## src/rtl/arb_pkg.sv

```systemverilog
package arb_pkg;

    localparam int NREQ = 4;
    localparam int TW   = 8;
    localparam int IW   = $clog2(NREQ);

    typedef enum logic {
        PORT_IDLE = 1'b0,
        PORT_BUSY = 1'b1
    } port_state_e;

    typedef struct packed {
        logic          valid;
        logic          promoted;
        logic [IW-1:0] idx;
    } pick_t;

    function automatic logic [NREQ-1:0] to_onehot(input logic [IW-1:0] i);
        return NREQ'(1) << i;
    endfunction

    function automatic logic [IW-1:0] wrap_inc(input logic [IW-1:0] i);
        return (int'(i) + 1 == NREQ) ? '0 : i + 1'b1;
    endfunction

endpackage

```

## src/rtl/arb_wait_ctr.sv

```systemverilog
module arb_wait_ctr #(
    parameter int W = arb_pkg::TW
) (
    input  logic         clk,
    input  logic         rst,
    input  logic         req,
    input  logic         granted,
    input  logic [W-1:0] limit,
    output logic         pend,
    output logic         promo
);
    logic [W-1:0] cnt;

    always_ff @(posedge clk) begin
        if (rst || !req || granted) begin
            cnt   <= '0;
            pend  <= 1'b0;
            promo <= 1'b0;
        end else begin
            pend <= 1'b1;
            if (cnt >= limit) begin
                promo <= 1'b1;
            end else if (!promo && cnt != '1) begin
                cnt <= cnt + 1'b1;
            end
        end
    end
endmodule

```

## src/rtl/arb_select.sv

```systemverilog
module arb_select
    import arb_pkg::*;
#(
    parameter int N = arb_pkg::NREQ
) (
    input  logic [N-1:0]  elig,
    input  logic [N-1:0]  promo,
    input  logic [IW-1:0] ptr,
    output pick_t         pick
);
    logic [N-1:0] hi_set;

    always_comb begin
        hi_set = elig & promo;
        pick   = '0;
        // fixed order: lowest index wins, so scan downward
        for (int k = N - 1; k >= 0; k--) begin
            if (hi_set[k]) begin
                pick.valid    = 1'b1;
                pick.promoted = 1'b1;
                pick.idx      = IW'(k);
            end
        end
        if (!pick.valid) begin
            for (int k = N - 1; k >= 0; k--) begin
                if (elig[(int'(ptr) + k) % N]) begin
                    pick.valid = 1'b1;
                    pick.idx   = IW'((int'(ptr) + k) % N);
                end
            end
        end
    end
endmodule

```

## src/rtl/prio_timeout_arb.sv

```systemverilog
module prio_timeout_arb
    import arb_pkg::*;
#(
    parameter int NR = arb_pkg::NREQ,
    parameter int LW = arb_pkg::TW
) (
    input  logic          clk,
    input  logic          rst,
    input  logic [NR-1:0] req,
    input  logic          xfer_done,
    input  logic          cfg_we,
    input  logic [IW-1:0] cfg_idx,
    input  logic [LW-1:0] cfg_data,
    output logic [NR-1:0] grant,
    output logic          busy
);
    logic [LW-1:0] limit_q [NR];
    logic [NR-1:0] pend, promo, grant_q;
    logic [IW-1:0] rr_ptr;
    port_state_e   state;
    pick_t         pick;

    always_ff @(posedge clk) begin
        if (rst) begin
            for (int i = 0; i < NR; i++) limit_q[i] <= '0;
        end else if (cfg_we) begin
            limit_q[cfg_idx] <= cfg_data;
        end
    end

    for (genvar g = 0; g < NR; g++) begin : g_wait
        arb_wait_ctr #(.W(LW)) u_ctr (
            .clk     (clk),
            .rst     (rst),
            .req     (req[g]),
            .granted (grant_q[g]),
            .limit   (limit_q[g]),
            .pend    (pend[g]),
            .promo   (promo[g])
        );
    end

    arb_select #(.N(NR)) u_sel (
        .elig  (pend & req),
        .promo (promo),
        .ptr   (rr_ptr),
        .pick  (pick)
    );

    always_ff @(posedge clk) begin
        if (rst) begin
            state   <= PORT_IDLE;
            grant_q <= '0;
            rr_ptr  <= '0;
        end else begin
            unique case (state)
                PORT_IDLE: if (pick.valid) begin
                    state   <= PORT_BUSY;
                    grant_q <= to_onehot(pick.idx);
                    rr_ptr  <= wrap_inc(pick.idx);
                end
                PORT_BUSY: if (xfer_done) begin
                    state   <= PORT_IDLE;
                    grant_q <= '0;
                end
                default: state <= PORT_IDLE;
            endcase
        end
    end

    assign grant = grant_q;
    assign busy  = (state == PORT_BUSY);
endmodule

```

## config.mk

```make
export PLATFORM = sky130hd
export DESIGN_NAME = prio_timeout_arb
export DESIGN_NICKNAME = d
export VERILOG_FILES = /design/src/rtl/arb_pkg.sv /design/src/rtl/arb_wait_ctr.sv /design/src/rtl/arb_select.sv /design/src/rtl/prio_timeout_arb.sv
export SDC_FILE = /design/constraint.sdc
export NUM_CORES = 1
export LEC_CHECK = 0
export ABC_AREA = 1
export BUFFER_PORTS_ARGS = -buffer_cell sky130_fd_sc_hd__buf_2
export CORE_ASPECT_RATIO = 1.4
export CORE_MARGIN = 1
export CORE_UTILIZATION = 65
export DETAILED_ROUTE_END_ITERATION = 8
export GPL_TIMING_DRIVEN = 0
export MAX_ROUTING_LAYER = met4
export PLACE_DENSITY_LB_ADDON = 0.1
export SETUP_SLACK_MARGIN = 0.2
export SKIP_CTS_REPAIR_TIMING = 1
export SYNTH_ARGS = -nofsm -noshare
export SYNTH_HDL_FRONTEND = slang
export SYNTH_HIERARCHICAL = 1
export SYNTH_SLANG_ARGS = --single-unit
```

## constraint.sdc

```tcl
create_clock -name clk -period 4.8 [get_ports clk]
set_clock_uncertainty 0.05 [all_clocks]
set_input_delay 0.72 -clock clk [delete_from_list [all_inputs] [get_ports clk]]
set_output_delay 0.72 -clock clk [all_outputs]
set_load 0.02 [all_outputs]
```

# Yosys cells after proc, flatten, opt, wreduce, memory -nomap -nowiden
# Memories as Yosys holds them, arrays and structs flattened.
# Cells that the tools add are included.
[word_totals]
regBits = 47
ram_bits = 32
out_inout_bits = 5
word_cells = 125
memories = 1
[classes]
n_addsub = 9
n_lt_le_gt_ge = 8
eq_ne = 7
shifts = 1
n_mux = 44
bitwise_logic = 10
n_reduce_logical = 30
[mem_list]
columns = ["memory", "depth", "word_bits", "rd", "rd_ports_with_merged_regs", "write_ports", "line", "rtl"]
rows = [
  ["limit_q", 4, 8, 4, 0, 4, "prio_timeout_arb.sv:17", "logic [LW-1:0] limit_q [NR];"],
]
[ops]
columns = ["cell", "n"]
rows = [
  ["$add A8 B1 Y8 const B", 4],
  ["$ge A8 B8 Y1", 4],
  ["$ne A8 B8 Y1 const B", 4],
  ["$mux W1", 24],
  ["$mux W4", 6],
  ["$mux W2", 7],
  ["$lt A3 B4 Y1 const B", 3],
  ["$reduce_and A2 Y1", 6],
  ["$and A4 B4 Y4", 2],
  ["$bmux W1 S2", 4],
  ["$logic_not A1 Y1", 8],
  ["$logic_or A1 B1 Y1", 8],
  ["$mux W8", 1],
  ["$pmux W4 S2", 1],
  ["$reduce_or A8 Y1", 1],
  ["$reduce_or A2 Y1", 3],
  ["$not A1 Y1", 5],
  ["$add A2 B1 Y2 const B", 2],
  ["$add A2 B2 Y2 const B", 2],
  ["$logic_and A1 B1 Y1", 4],
  ["$ne A2 B2 Y1 const B", 2],
  ["$shl A1 B2 Y4 const A", 1],
  ["$add A2 B1 Y3 const B", 1],
  ["$and A1 B1 Y1 const A", 3],
  ["3 further kinds", 3],
]

# Longest topological paths before layout
# Gate-level depths: netlist (run 1).
[depth]
word_depth = 14
ltp_mapped = 15

# Hierarchy
# The synthesis (run 1) kept the hierarchy.
[by_module_without_submodules]
columns = ["module", "n_inst", "cells_each", "area_each_um2"]
rows = [
  ["arb_wait_ctr", 4, 117, 785.8],
  ["prio_timeout_arb", 1, 140, 1575.3],
  ["arb_select", 1, 55, 266.5],
]

# Worst setup path before layout (run 1)
# No wires, ideal clock.
[synth_path]
kind = "in2reg"
startpoint = "input req[3]"
endpoint = "register rr_ptr[1]"
setup_time_ns = 0.116
arrival_ns = 1.998
path_slack_ns = 2.637
path_stages = 12
n_path_buf = 0
path_cell_list = "nand2_1 inv_1 inv_1 o21ai_1 nand2_1 nand3_1 nand2_1 a21oi_1 inv_1 ha_1 o21ai_0 nor2_1"
[synth_lines]
columns = ["element", "line", "rtl"]
rows = [
  ["from (decl)", "prio_timeout_arb.sv:9", "input logic [NR-1:0] req,"],
  ["to (signal assigned)", "prio_timeout_arb.sv:60", "rr_ptr <= wrap_inc(pick.idx);"],
  ["to (decl)", "prio_timeout_arb.sv:19", "logic [IW-1:0] rr_ptr;"],
]

==> out/results.txt, run 1 <==
Layout area overhead - 8.23%
clock sink count - 79
transition time at the pin with the least slew margin - 675 ps
kind of end point of the critical path - flop
data arrival time of the worst path - 2400 ps
P per Cell Area - 313 nW/um^2
die span in x - 76.0 um
final hold vios - 0
Initial DRC Count - 277
number of H-tree levels - 3
Final TNS setup - 0 ps
Max Fclk - 0.454 GHz
setup repair after global routing missed its margin - no
Post-Syn Instances - 663
per-instance average area after synthesis - 7.52 sq um
share of final-layout standard cells stronger than drive strength 1 - 0.114
vias after detailed routing - 4254
share of the clock period used by the worst path - 0.459
post-synthesis sequential element count - 79
max-slew violation total from the final report - 0
switching power of the nets - 553 uW
vias per inst - 5.33
startpoint type of the worst setup path - primary input
Detailed Place HPWL - 7860 um
row count - 37
post-placement cell area - 5220 sq um
relative slew slack - 0.547
internal power - 1140 uW
combinational cell fraction of total power - 0.260
average wire per cell in the routed design - 12.5 um
wire length of the first global-routing pass - 17500 um
classification of the worst setup path - primary input to flop
last weighted congestion value of the routability-driven placer - 0.849
die extent in y - 106 um
clock latency on the worst-skew pair - 360 ps
top fanout value on the critical path - 3
number of top-level pins - 23
detailed-route wire length - 9990 um
Static Leakage - 0.00260 uW
number of DRC violations after detailed routing - 0
Final #Nets - 754
grt ovf - 0
sequential share of the synthesized area - 0.382
largest net degree at the start of global routing - 13
PortBufs - 22
final critical path time including I/O delays and setup - 2200 ps
global router's overall resource usage - 0.281
path class of the lowest-slack min-delay path - flop to flop
netlist area before placement - 4980 sq um
Final Cell Area - 5400 sq um
number of nets still failing antenna checks after routing - 0
TritonCTS buffer count - 9
number of setup violations in the final report - 0
number of global-route vias before repair - 4116
diode count - 0
Net Count, Synth - 721
buffer type at the clock tree root - clkbuf_8
TritonCTS clock tree - built
sequential group share of total power - 0.470
Die ar. - 8030 sq um
clock slew at the register clock pins of the worst setup and hold paths - 80 ps
Clk network pwr share - 0.271
placeable core area - 7410 sq um
starting density of the core - 0.673
Cell variety after synth - 28
count of warnings emitted by yosys - 6
maximum VDD drop - 0.000256 V
number of max-cap violations - 0
number of antenna violations at the first check in global routing - 0
first-pass detailed-route iteration total - 5
outcome - finished, final reports clean
Crit path required time - 5000 ps
fraction of power spent switching nets - 0.327
maximum count of clock buffers along a single path - 2
## logic make-up after synthesis
logic type | after synthesis | share of synthesized area
buffers and inverters | 115 | 0.0891
xor gates and xnor gates | 5 | 0.00878
and+or+nand+nor | 358 | 0.343
DFF | 79 | 0.382
adders and majority gates | 40 | 0.100
AOI/OAI and AO/OA | 66 | 0.0776
## sequential cells by signal, indices dropped and copies added, names as in the netlist
register / cells
rr_ptr: 2
g_wait.u_ctr/promo: 4
g_wait.u_ctr/cnt: 32
grant: 4
busy: 1
g_wait.u_ctr/pend: 4
limit_q: 32
## worst paths after layout
| check | start | end | slack [ps] | cells past startpoint |
|---|---|---|---|---|
| max reg2reg | g_wait[3].u_ctr/pend | rr_ptr[1] | 2740 | 12 |
| max | req[3] | rr_ptr[1] | 2600 | 13 |
| min | rr_ptr[0] | rr_ptr[0] | 430 | 2 |
| min reg2reg | rr_ptr[0] | rr_ptr[0] | 430 | 2 |
## Yosys cell counts
library cell | count | share of area
nand2_1 | 187 | 0.14
inv_1 | 107 | 0.081
nor2_1 | 72 | 0.054
dfxtp_1 | 47 | 0.19
a21oi_1 | 45 | 0.045
ha_1 | 40 | 0.10
edfxtp_1 | 32 | 0.19
nand4_1 | 32 | 0.040
nand3_1 | 25 | 0.025
nor2_4 | 12 | 0.027
nand2_2 | 10 | 0.013
o21ai_1 | 7 | 0.0070
inv_2 | 6 | 0.0045
nand2_4 | 5 | 0.011
o21ai_0 | 5 | 0.0050
a21o_1 | 4 | 0.0060
a21oi_4 | 4 | 0.013
nand3_4 | 4 | 0.014
nand3b_1 | 4 | 0.0060
nor3_1 | 4 | 0.0040
xor2_1 | 4 | 0.0070
a31oi_1 | 1 | 0.0013
buf_6 | 1 | 0.0023
inv_6 | 1 | 0.0018
nand3_2 | 1 | 0.0020
nor2_2 | 1 | 0.0013
nor2_8 | 1 | 0.0040
xnor2_1 | 1 | 0.0018
## critical path: stages
cell and delay, ps:
buf_2 90, nand2_1 40, inv_1 70, inv_1 60
o21ai_1 220, nand2_1 130, nand3_1 100, nand2_1 60
a21oi_1 270, inv_1 120, ha_1 280, o21ai_0 170
nor2_1 60
## stage by stage
step	cells	total power [uW]	util	hold slack [ps]	setup slack, ps
after CTS	798	1700	0.728	431	2650
after global placement	782	1220	0.704	413	2320
final	798	1690	0.728	427	2600
after detailed placement	782	1240	0.704	420	2270
after floorplan	663	1130	-	402	2640
after global routing	798	1790	0.728	454	2350
## area by class of cell
class | count | area (sq um)
clock inverters | 6 | 51.3
flip-flops and latches | 79 | 1900
plain buffers | 1 | 11.3
fillers | 630 | 2010
repair buffers | 22 | 110
multi-input cells | 469 | 2640
well taps | 97 | 121
inverters | 114 | 433
clock buffers | 10 | 128
## power groups by stage
| stage | logic [uW] | registers (uW) | clock network (uW) |
|---|---|---|---|
| after floorplan | 318 | 813 | 0 |
| after global placement | 411 | 805 | 0 |
| after detailed placement | 434 | 808 | 0 |
| after CTS | 437 | 793 | 466 |
| after global routing | 503 | 798 | 488 |
| final | 438 | 793 | 457 |
## layout by cell type (no fill, tap or decap), drive strengths merged, types with 4 or more instances in the layout
| cell type | n |
|---|---|
| nor2 | 86 |
| inv | 114 |
| ha | 40 |
| a21oi | 49 |
| buf | 23 |
| edfxtp | 32 |
| nand4 | 32 |
| nor3 | 4 |
| a21o | 4 |
| nand2 | 202 |
| nand3 | 30 |
| clkinv | 5 |
| clkbuf | 10 |
| dfxtp | 47 |
| xor2 | 4 |
| nand3b | 4 |
| o21ai | 12 |
## metal layers
| metal | GRT usage | wire length (um) | vias to the layer above |
|---|---|---|---|
| li1 | - | - | 2201 |
| met1 | 0.314 | 4240 | 1945 |
| met2 | 0.497 | 5170 | 87 |
| met3 | 0.0442 | 314 | 21 |
| met4 | 0.118 | 261 | 0 |
| met5 | - | 0 | - |
Power figures use the tool's default switching activity.
==> run 2, diff against run 1 <==
--- a/config.mk
+++ b/config.mk
@@ -9,7 +9,7 @@
 export BUFFER_PORTS_ARGS = -buffer_cell sky130_fd_sc_hd__buf_2
 export CORE_ASPECT_RATIO = 1.4
 export CORE_MARGIN = 1
-export CORE_UTILIZATION = 65
+export CORE_UTILIZATION = 56
 export DETAILED_ROUTE_END_ITERATION = 8
 export GPL_TIMING_DRIVEN = 0
 export MAX_ROUTING_LAYER = met4
==> constraint.sdc (replaced) <==
create_clock -name clk -period 1.99 [get_ports clk]
set_clock_uncertainty 0.05 [all_clocks]
set_input_delay 0.2985 -clock clk [delete_from_list [all_inputs] [get_ports clk]]
set_output_delay 0.2985 -clock clk [all_outputs]
set_load 0.02 [all_outputs]
==> out/results.txt, run 2 (same netlist as run 1, synthesis figures left out) <==
top fanout value on the critical path - 4 (+1)
number of antenna violations at the first check in global routing - 0 (unchanged)
area used by sequential logic in the layout - 1910 sq um (+0.53%)
vias after detailed routing - 4338 (+2.0%)
die span in x - 81.7 um (+7.5%)
setup repair after global routing missed its margin - yes
registers with the highest flip-flop counts - g_wait.u_ctr/cnt: 32 flops, limit_q: 32 flops
number of setup violations in the final report - 0 (unchanged)
Detailed Place HPWL - 7530 um (-4.2%)
Max Fclk - 0.552 GHz
Die ar. - 9290 sq um (+16%)
maximum count of clock buffers along a single path - 2 (unchanged)
detailed-route wire length - 10500 um (+5.4%)
Worst Path Buf+Inv - 2 (-2)
cell class contributing the biggest share of worst-path delay - simple AND/OR/NAND/NOR gates
post-route worst hold slack - 163 ps (-264 ps)
buffer type at the clock tree root - clkbuf_16
final hold vios - 0 (unchanged)
data arrival time of the worst path - 1990 ps (-410 ps)
vias per inst - 5.33 (about the same)
startpoint type of the worst setup path - flop
die extent in y - 114 um (+7.6%)
classification of the worst setup path - flop to flop
number of max-cap violations - 0 (unchanged)
first-pass detailed-route iteration total - 5 (unchanged)
number of nets still failing antenna checks after routing - 0 (unchanged)
depth of the worst hold-timing path - 3 (+1)
share of final-layout standard cells stronger than drive strength 1 - 0.172 (+0.0580)
most frequent standard cell in the layout excluding fill and tap cells - nand2_1
Initial DRC Count - 263 (-5.1%)
last weighted congestion value of the routability-driven placer - 0.865 (+1.8%)
diode count - 0 (unchanged)
outcome - finished, final reports clean
relative slew slack - 0.553 (+0.00555)
starting density of the core - 0.579 (-0.0939)
grt met1 use - 0.291 (-0.0223)
PortBufs - 22 (unchanged)
placeable core area - 8610 sq um (+16%)
max-slew violation total from the final report - 0 (unchanged)
CP cell instances - buf_4 > nand2_1 > nand3_2 > nand2_2 > nand3_2 > a21oi_2 > nand2_1 > nand2_2 > inv_2 > ha_4 > o21ai_2 > nor2_1
kind of end point of the critical path - flop
Static Leakage - 0.00278 uW (+7.0%)
share of the clock period used by the worst path - 0.910
commonest non-fill, non-tap cells in the layout - 183 x nand2_1, 104 x inv_1, 70 x nor2_1
largest net degree at the start of global routing - 15 (+2)
depth of the worst register-to-register path - 12 (unchanged)
path class of the lowest-slack min-delay path - primary input to flop
P per Cell Area - 887 nW/um^2 (+180%)
Crit path required time - 2170 ps (-2830 ps)
delay contributed by the slowest stage of the critical path - 330 ps (+50 ps)
transition time at the pin with the least slew margin - 666 ps (-8.27 ps)
number of global-route vias before repair - 3910 (-5.0%)
number of H-tree levels - 3 (unchanged)
global router's overall resource usage - 0.241 (-0.0395)
most crowded layer after global routing - met2
clock sink count - 79 (unchanged)
number of top-level pins - 23 (unchanged)
filler instances - 739 (+17%)
Final #Nets - 762 (+1.1%)
Final Cell Area - 5770 sq um (+6.9%)
average wire per cell in the routed design - 12.9 um (+3.3%)
TritonCTS buffer count - 9 (unchanged)
depth of the critical timing path with buffers and inverters included - 12 (-1)
area occupied by multi-input gates - 2770 sq um (+5.0%)
maximum VDD drop - 0.000635 V (+150%)
number of DRC violations after detailed routing - 0 (unchanged)
Layout area overhead - 15.7%
grt ovf - 0 (unchanged)
final critical path time including I/O delays and setup - 1810 ps
clock latency on the worst-skew pair - 340 ps (-20 ps)
TritonCTS clock tree - built
row count - 40 (+8.1%)
clock slew at the register clock pins of the worst setup and hold paths - 60 ps (-20 ps)
crit path max-delay cell type - dfxtp_2
wire length of the first global-routing pass - 16800 um (-3.6%)
met2 routing resource usage after global routing - 0.397 (-0.101)
post-placement cell area - 5230 sq um (+0.19%)
met3 Resource Use GR - 0.0384 (-0.00576)
## run 2: area by class of cell
| cell class | instances | share of cell area |
|---|---|---|
| Buffer | 1 | 0.00195 |
| Tap cell | 105 | 0.0228 |
| Timing Repair Buffer | 28 | 0.0269 |
| Sequential cell | 79 | 0.332 |
| Clock buffer | 12 | 0.0521 |
| Clock inverter | 4 | 0.00890 |
| Multi-Input combinational cell | 471 | 0.481 |
| Inverter | 114 | 0.0751 |
## run 2: worst paths after layout
kind	end	slack (ps)	start
max reg2reg	rr_ptr[1]	180	rr_ptr[0]
min reg2reg	rr_ptr[0]	430	rr_ptr[0]
max	rr_ptr[1]	180	rr_ptr[0]
min	g_wait[0].u_ctr/pend	160	req[0]
## run 2: worst reg2reg max path, delay by kind of cell (launching register included)
kind,cells,cell delay (ps)
AND/OR/NAND/NOR,7,620
adder cells (fa/ha/maj),1,230
buffers and inverters,2,210
AO/OA/AOI/OAI,2,250
flip-flops,1,330
## run 2: layer usage
layer	share of wire	vias to the layer above
met1	0.44	2010
met2	0.51	91
met5	0	-
li1	-	2223
met4	0.018	0
met3	0.031	14
## run 2: power by group
group / total [uW] / leakage [uW] / switching [uW] / internal [uW]
sequential: 1930 / 0.000696 / 103 / 1820
clock: 1860 / 0.000175 / 659 / 1210
combinational: 1320 / 0.00191 / 822 / 501
## run 2: through the flow
| step | worst slack [ps] | setup TNS, ps | instances | utilization | total power, uW |
|---|---|---|---|---|---|
| 2_1_floorplan | 236 | 0 | 663 | - | 2730 |
| 3_3_place_gp | -83.0 | -83.0 | 790 | 0.607 | 2950 |
| 3_5_place_dp | -168 | -168 | 790 | 0.607 | 2980 |
| 4_1_cts | -103 | -103 | 806 | 0.648 | 4850 |
| 5_1_grt | 95.4 | 0 | 814 | 0.670 | 5380 |
| 6_report | 180 | 0 | 814 | 0.670 | 5110 |
